[src/rtl/adc_rd_pkg.sv]
// Shared types and helpers for the serial ADC frame reader.
// Assumes: nothing beyond IEEE 1800-2017 constant functions.
package adc_rd_pkg;

    // Controller phases; chip select is high in RD_GAP and RD_IDLE.
    typedef enum logic [1:0] {
        RD_GAP   = 2'd0,
        RD_IDLE  = 2'd1,
        RD_WAKE  = 2'd2,
        RD_SHIFT = 2'd3
    } rd_state_t;

    // Ceiling division on 64-bit values for deriving cycle counts.
    function automatic longint ceil_div(input longint num, input longint den);
        return (num + den - 1) / den;
    endfunction

    // Smaller of two values.
    function automatic longint min2(input longint a, input longint b);
        return (a < b) ? a : b;
    endfunction

endpackage

[src/rtl/adc_rd_timer.sv]
// Down-counting wait timer shared by the wake-up and chip-select gap waits.
// Assumes: load_i has priority; done_o is high whenever the count is zero.
module adc_rd_timer #(
    parameter int W       = 9,
    parameter int RST_VAL = 0
) (
    input  logic         clk,
    input  logic         rst_n,
    input  logic         load_i,
    input  logic [W-1:0] val_i,
    output logic         done_o
);
    logic [W-1:0] cnt_q;

    // Load a new wait or count the current one down to zero.
    always_ff @(posedge clk) begin
        if (!rst_n)
            cnt_q <= W'(RST_VAL);
        else if (load_i)
            cnt_q <= val_i;
        else if (cnt_q != '0)
            cnt_q <= cnt_q - 1'b1;
    end

    assign done_o = (cnt_q == '0);
endmodule

[src/rtl/adc_rd_sclk_gen.sv]
// Serial clock generator: toggles the clock every half_i system cycles while
// run_i is high and counts falling edges so the frame can end on the last one.
// Assumes: half_i is at least 2 and stays constant while run_i is high.
module adc_rd_sclk_gen #(
    parameter int DIV_W      = 10,
    parameter int FRAME_BITS = 16
) (
    input  logic             clk,
    input  logic             rst_n,
    input  logic             run_i,
    input  logic [DIV_W-1:0] half_i,
    output logic             sclk_o,
    output logic             rise_o,
    output logic             last_fall_o
);
    localparam int FCW = $clog2(FRAME_BITS + 1);

    logic [DIV_W-1:0] hcnt_q;
    logic [FCW-1:0]   fcnt_q;
    logic             sclk_q;
    logic             tick;
    logic             fall;

    // A tick marks the system edge at which the serial clock changes level.
    always_comb begin
        tick        = run_i && (hcnt_q == half_i - 1'b1);
        rise_o      = tick && !sclk_q;
        fall        = tick && sclk_q;
        last_fall_o = fall && (fcnt_q == FCW'(FRAME_BITS - 1));
    end

    // Half-period counter, clock level and falling-edge count.
    always_ff @(posedge clk) begin
        if (!rst_n || !run_i) begin
            hcnt_q <= '0;
            sclk_q <= 1'b0;
            fcnt_q <= '0;
        end else begin
            if (tick) begin
                hcnt_q <= '0;
                sclk_q <= ~sclk_q;
            end else begin
                hcnt_q <= hcnt_q + 1'b1;
            end
            if (fall)
                fcnt_q <= fcnt_q + 1'b1;
        end
    end

    assign sclk_o = sclk_q;
endmodule

[src/rtl/adc_rd_capture.sv]
// Frame capture: shifts in one bit per rising serial edge, then publishes the
// result, channel, framing error and channel-sequence warning one cycle after
// the last bit.
// Assumes: clr_i pulses once at the start of every frame.
module adc_rd_capture #(
    parameter int DATA_W = 12,
    parameter int LEAD_W = 3
) (
    input  logic              clk,
    input  logic              rst_n,
    input  logic              clr_i,
    input  logic              rise_i,
    input  logic              miso_i,
    input  logic              cont_i,
    output logic [DATA_W-1:0] result_o,
    output logic              chan_o,
    output logic              valid_o,
    output logic              err_o,
    output logic              warn_o
);
    localparam int FB  = LEAD_W + 1 + DATA_W;
    localparam int BCW = $clog2(FB);

    logic [FB-1:0]  shreg_q;
    logic [BCW-1:0] bcnt_q;
    logic           done_q;
    logic           prev_ok_q;
    logic           prev_ch_q;
    logic           lead_ok;
    logic           new_ch;

    // Split the assembled frame into marker check and channel bit.
    always_comb begin
        lead_ok = &shreg_q[FB-1 -: LEAD_W];
        new_ch  = shreg_q[DATA_W];
    end

    // Shift register and bit counter; done_q flags the final bit.
    always_ff @(posedge clk) begin
        if (!rst_n) begin
            shreg_q <= '0;
            bcnt_q  <= '0;
            done_q  <= 1'b0;
        end else begin
            done_q <= 1'b0;
            if (clr_i) begin
                bcnt_q <= '0;
            end else if (rise_i) begin
                shreg_q <= {shreg_q[FB-2:0], miso_i};
                if (bcnt_q == BCW'(FB - 1)) begin
                    bcnt_q <= '0;
                    done_q <= 1'b1;
                end else begin
                    bcnt_q <= bcnt_q + 1'b1;
                end
            end
        end
    end

    // Publish result, channel, error and strobe in one cycle.
    always_ff @(posedge clk) begin
        if (!rst_n) begin
            result_o <= '0;
            chan_o   <= 1'b0;
            err_o    <= 1'b0;
            valid_o  <= 1'b0;
        end else begin
            valid_o <= done_q;
            if (done_q) begin
                result_o <= shreg_q[DATA_W-1:0];
                chan_o   <= new_ch;
                err_o    <= !lead_ok;
            end
        end
    end

    // Track channel alternation across continuous frames; warning is sticky.
    always_ff @(posedge clk) begin
        if (!rst_n) begin
            prev_ok_q <= 1'b0;
            prev_ch_q <= 1'b0;
            warn_o    <= 1'b0;
        end else if (!cont_i) begin
            prev_ok_q <= 1'b0;
        end else if (done_q) begin
            if (prev_ok_q && (new_ch == prev_ch_q))
                warn_o <= 1'b1;
            prev_ok_q <= 1'b1;
            prev_ch_q <= new_ch;
        end
    end
endmodule

[src/rtl/adc_frame_reader.sv]
// Host-side reader for a two-input serial ADC using externally clocked frames.
// Sequences chip select, wake-up wait, 16 serial clocks (idle low, capture on
// rise) and the chip-select high gap; all timing in system clock cycles.
// Assumes: SYS_KHZ is the system clock rate; reset is synchronous, active low.
module adc_frame_reader
    import adc_rd_pkg::*;
#(
    parameter int SYS_KHZ      = 100000,
    parameter int DIV_W        = 10,
    parameter int DATA_W       = 12,
    parameter int LEAD_W       = 3,
    parameter int WAKE_NS      = 2500,
    parameter int CSH_NS       = 60,
    parameter int SCLK_MAX_KHZ = 2170,
    parameter int SCLK_MIN_KHZ = 100,
    parameter int HOLD_MAX_NS  = 140000
) (
    input  logic              clk,
    input  logic              rst_n,
    input  logic              start_i,
    input  logic              cont_i,
    input  logic [DIV_W-1:0]  clk_div_i,
    input  logic              miso_i,
    output logic              cs_n_o,
    output logic              sclk_o,
    output logic [DATA_W-1:0] result_o,
    output logic              chan_o,
    output logic              valid_o,
    output logic              frame_err_o,
    output logic              seq_warn_o
);
    localparam int FRAME_BITS = LEAD_W + 1 + DATA_W;
    localparam int WAKE_CYC   = int'(ceil_div(longint'(SYS_KHZ) * WAKE_NS, 64'd1000000));
    localparam int CSH_CYC    = int'(ceil_div(longint'(SYS_KHZ) * CSH_NS, 64'd1000000));
    localparam int DIV_MIN    = int'(ceil_div(longint'(SYS_KHZ), 2 * longint'(SCLK_MAX_KHZ)));
    localparam int DIV_MAX    = int'(min2(longint'(SYS_KHZ) / (2 * SCLK_MIN_KHZ),
                                          longint'(SYS_KHZ) * HOLD_MAX_NS
                                          / (64'd1000000 * 2 * FRAME_BITS)));
    localparam int TW         = $clog2(((WAKE_CYC > CSH_CYC) ? WAKE_CYC : CSH_CYC) + 1);
    localparam logic [DIV_W-1:0] DIV_LO = DIV_W'(DIV_MIN);
    localparam logic [DIV_W-1:0] DIV_HI = DIV_W'(DIV_MAX);

    rd_state_t        state_q, state_n;
    logic             t_load;
    logic [TW-1:0]    t_val;
    logic             t_done;
    logic             begin_frame;
    logic [DIV_W-1:0] div_clamped;
    logic [DIV_W-1:0] div_q;
    logic             cs_q;
    logic             sclk_rise;
    logic             last_fall;

    // Clamp the requested half-period to the legal serial clock range.
    always_comb begin
        if (clk_div_i < DIV_LO)
            div_clamped = DIV_LO;
        else if (clk_div_i > DIV_HI)
            div_clamped = DIV_HI;
        else
            div_clamped = clk_div_i;
    end

    // Next-state logic: gap, idle, wake-up wait, shifting.
    always_comb begin
        state_n     = state_q;
        t_load      = 1'b0;
        t_val       = '0;
        begin_frame = 1'b0;
        case (state_q)
            RD_GAP:   if (t_done) state_n = RD_IDLE;
            RD_IDLE:  if (start_i || cont_i) begin
                          state_n     = RD_WAKE;
                          t_load      = 1'b1;
                          t_val       = TW'(WAKE_CYC);
                          begin_frame = 1'b1;
                      end
            RD_WAKE:  if (t_done) state_n = RD_SHIFT;
            RD_SHIFT: if (last_fall) begin
                          state_n = RD_GAP;
                          t_load  = 1'b1;
                          t_val   = TW'(CSH_CYC);
                      end
            default:  state_n = RD_GAP;
        endcase
    end

    // State, registered chip select and per-frame divider latch.
    always_ff @(posedge clk) begin
        if (!rst_n) begin
            state_q <= RD_GAP;
            cs_q    <= 1'b1;
            div_q   <= DIV_LO;
        end else begin
            state_q <= state_n;
            cs_q    <= (state_n == RD_GAP) || (state_n == RD_IDLE);
            if (begin_frame)
                div_q <= div_clamped;
        end
    end

    adc_rd_timer #(
        .W       (TW),
        .RST_VAL (CSH_CYC)
    ) u_timer (
        .clk    (clk),
        .rst_n  (rst_n),
        .load_i (t_load),
        .val_i  (t_val),
        .done_o (t_done)
    );

    adc_rd_sclk_gen #(
        .DIV_W      (DIV_W),
        .FRAME_BITS (FRAME_BITS)
    ) u_sclk (
        .clk         (clk),
        .rst_n       (rst_n),
        .run_i       (state_q == RD_SHIFT),
        .half_i      (div_q),
        .sclk_o      (sclk_o),
        .rise_o      (sclk_rise),
        .last_fall_o (last_fall)
    );

    adc_rd_capture #(
        .DATA_W (DATA_W),
        .LEAD_W (LEAD_W)
    ) u_cap (
        .clk      (clk),
        .rst_n    (rst_n),
        .clr_i    (begin_frame),
        .rise_i   (sclk_rise),
        .miso_i   (miso_i),
        .cont_i   (cont_i),
        .result_o (result_o),
        .chan_o   (chan_o),
        .valid_o  (valid_o),
        .err_o    (frame_err_o),
        .warn_o   (seq_warn_o)
    );

    assign cs_n_o = cs_q;
endmodule

[config.mk]
export PLATFORM = sky130hd
export DESIGN_NAME = adc_frame_reader
export DESIGN_NICKNAME = d
export VERILOG_FILES = /design/src/rtl/adc_rd_pkg.sv /design/src/rtl/adc_rd_timer.sv /design/src/rtl/adc_rd_sclk_gen.sv /design/src/rtl/adc_rd_capture.sv /design/src/rtl/adc_frame_reader.sv
export SDC_FILE = /design/constraint.sdc
export NUM_CORES = 1
export LEC_CHECK = 0
export BUFFER_PORTS_ARGS = -buffer_cell sky130_fd_sc_hd__buf_4
export CORE_ASPECT_RATIO = 0.5
export CORE_MARGIN = 4
export CORE_UTILIZATION = 51
export DETAILED_ROUTE_END_ITERATION = 16
export GPL_TIMING_DRIVEN = 1
export PLACE_DENSITY = 0.66
export SETUP_SLACK_MARGIN = 0.5
export SLEW_MARGIN = 20
export SYNTH_ARGS = -nofsm -noshare
export SYNTH_HDL_FRONTEND = slang
export SYNTH_SLANG_ARGS = --single-unit
[constraint.sdc]
create_clock -name clk -period 7.1 [get_ports clk]
set_input_delay 2.13 -clock clk [delete_from_list [all_inputs] [get_ports clk]]
set_output_delay 2.13 -clock clk [all_outputs]
set_load 0.01 [all_outputs]
==> qor.txt <==
Most frequent cell after synthesis = dfxtp_1
Post-route cell area = 4080 µm²
Die Width = 125 µm
Crit. End Element = register
First-pass GRT wire length = 11,700 µm
Tightest Pin Transition = 0.977 ns
I/O pins = 33
Worst IR drop on VDD = 159 µV
Hold-fix buffers at CTS = 0
Residual DRC = 0
Skew-Pair Late Insertion Delay = 0.34 ns
DRT iter0 DRCs = 167
Final Core Density = 60.9%
Top cell type's share of synthesized area = 43.2%
Max-cap violation count = 0
GPL Wtd Cong = 0.774
Average wire per cell in the routed design = 13.9 µm
Clock power share = 41.8%
Post-CTS sizing = 0
Pwr per Cell Area = 241 nW/µm²
Initial Util = 52.5%
Sw Pwr = 243 µW
Largest net degree at the start of global routing = 51
# port buffers = 32
Peak Freq = 316 MHz
First-pass DRT Iterations = 5
Combinational Power Share = 10.9%
Async S/R FF share, synth = 0%
Warnings from Yosys = 0
Post-synth EDFFs = 0
Post-synthesis net count = 386
Post-synthesis adder-cell area fraction = 2.49%
Sequential area share after synthesis = 43.2%
Largest family of logic cells by synthesized area = simple AND/OR/NAND/NOR gates
Multiplexer area fraction after synthesis = 9.10%
GR Overflow Total = 0
Placement Cell Area = 3810 µm²
Diode count = 0
Status = completed
Class of the worst hold path = register to register
Post-DRT Antenna Nets = 0
Synth Area in Simple Gates = 22.9%
Design Power = 985 µW
Leak pwr = 0.00167 µW
Rel. slew slack = 34.8%
Synth Area in XOR/XNOR = 7.43%
Final Hold Violating Endpoints = 0
Setup Buffers After CTS = 0
Core box area = 6700 µm²
Cell row count = 21
Fin Clk Skew = 0.00701 ns
Syn-to-layout area delta = 16.0%
TritonCTS Buffers = 9
Total Wirelength = 6810 µm
Number of global-route vias before repair = 2,575
Flops & latches, synth = 76
Vias per cell = 5.35
Reg power frac = 47.3%
DIE AREA = 8370 µm²
Yosys top cell by area = dfxtp_1
Fill cell instance count of the final layout = 581
P_int = 742 µW
Minimum clock period after layout = 3.16 ns
Startpoint types = input port
Vias after detailed routing = 2,625
Chip height = 66.7 µm
Setup TNS = 0 ns
Switching Fraction = 24.7%
CTS tree = yes
Crit Path Max Fanout = 9
Antenna violations before repair = 0
Synth Flop Type = dfxtp_1
Final #Nets = 416
Top cells by area, synth = dfxtp_1, mux2i_1, nor2b_1, nor2_1, xnor2_1
Clk root buf = clkbuf_16
Reg clk slew, reported paths = 0.06 ns
GR Util All Layers = 17.6%
Setup violators final = 0
Synth Area in Compound Gates = 11.8%
Max-slew violations = 0
Final worst path period share = 44.6%
Clk buf depth = 2
DP HPWL = 4880 µm
Post-synthesis cell area = 3520 µm²
H-tree lvl count = 3
Yosys cell types = 50
Sink Count = 76
Mapped Cells = 364
RSZ-0062 raised after global routing = no
CP Class = input port to register
Share of layout cells above drive strength 1 = 14.8%
WP data required = 7.32 ns
Worst Path Arrival = 3.38 ns
Commonest cells post-synth = dfxtp_1, nor2_1, mux2i_1
Synth Area per Inst = 9.67 µm²
-- critical path, stage by stage --
cell     delay (ns)
buf_4          0.10
o21ai_1        0.12
nor2_1         0.42
nand3_1        0.27
o32a_1         0.34
-- worst paths after layout --
path	from	end	slack [ns]	cells after the start
worst max-delay path	cont_i	div_q[4]	3.94	5
worst min-delay path	u_cap.prev_ch_q	u_cap.prev_ch_q	0.47	2
worst max register to register	div_q[0]	u_cap.shreg_q[4]	4.06	9
worst min register to register	u_cap.prev_ch_q	u_cap.prev_ch_q	0.47	2
-- power groups by stage --
stage	Combinational [µW]	Clock [µW]	Sequential, µW
after CTS	109	423	465
after global routing	122	442	468
after global placement	104	0	473
final	108	412	466
after detailed placement	107	0	474
after floorplan	83.6	0	469
-- registers in the layout, summed over array words and instances, names as in the netlist, 2 cells and up --
name            cells
u_timer.cnt_q       8
u_sclk.fcnt_q       5
u_sclk.hcnt_q      10
u_cap.shreg_q      16
state_q             2
u_cap.result_o     12
u_cap.bcnt_q        4
div_q              10
-- placed cells by master, fill, tap and decap left out, types with 4 or more instances in the layout --
| cell | n |
|---|---|
| clkbuf_16 | 9 |
| nand3_1 | 20 |
| o21ai_1 | 4 |
| nor2_1 | 33 |
| a41o_1 | 4 |
| and3_1 | 9 |
| nand2_1 | 16 |
| mux2i_1 | 32 |
| ha_1 | 7 |
| a21boi_1 | 4 |
| xnor2_1 | 14 |
| dfxtp_1 | 76 |
| o21ai_0 | 11 |
| nor2b_1 | 31 |
| a21oi_1 | 11 |
| buf_4 | 32 |
| xor2_1 | 14 |
| inv_1 | 11 |
| nor3_1 | 6 |
| or3_1 | 4 |
-- metrics by stage --
stage / hold WS, ns / std cells / setup WS (ns)
finish: 0.469 / 491 / 3.94
CTS: 0.472 / 491 / 3.95
detailed placement: 0.464 / 475 / 3.59
global route: 0.504 / 491 / 3.78
global placement: 0.449 / 475 / 3.69
floorplan: 0.437 / 364 / 3.91
-- layout make-up --
cell class	instances	area, µm²	share of cell area [%]
Multi-Input combinational cell	264	1890	46.3
Tap cell	92	115	2.82
Clock buffer	12	246	6.04
Clock inverter	4	25.0	0.613
Inverter	11	41.3	1.01
Timing Repair Buffer	32	240	5.89
Sequential cell	76	1520	37.3
-- cell families (layout without fill, tap and decap cells) --
kind of cell | Yosys count | count (layout)
AOI/OAI and AO/OA | 52 | 52
xor gates and xnor gates | 29 | 29
adders and majority gates | 7 | 7
buffers and inverters | 24 | 59
DFF | 76 | 76
muxes | 32 | 32
and+or+nand+nor | 144 | 144
-- routing by layer --
layer / GRT usage, % / wire length (µm) / vias to the layer above
met1: 19.8 / 3140 / 1238
met3: 6.81 / 327 / 9
met2: 31.0 / 3260 / 43
met4: 6.35 / 84 / 0
met5: 0 / 0 / -
li1: - / - / 1335
No activity file was read; power rests on OpenSTA's default activity.
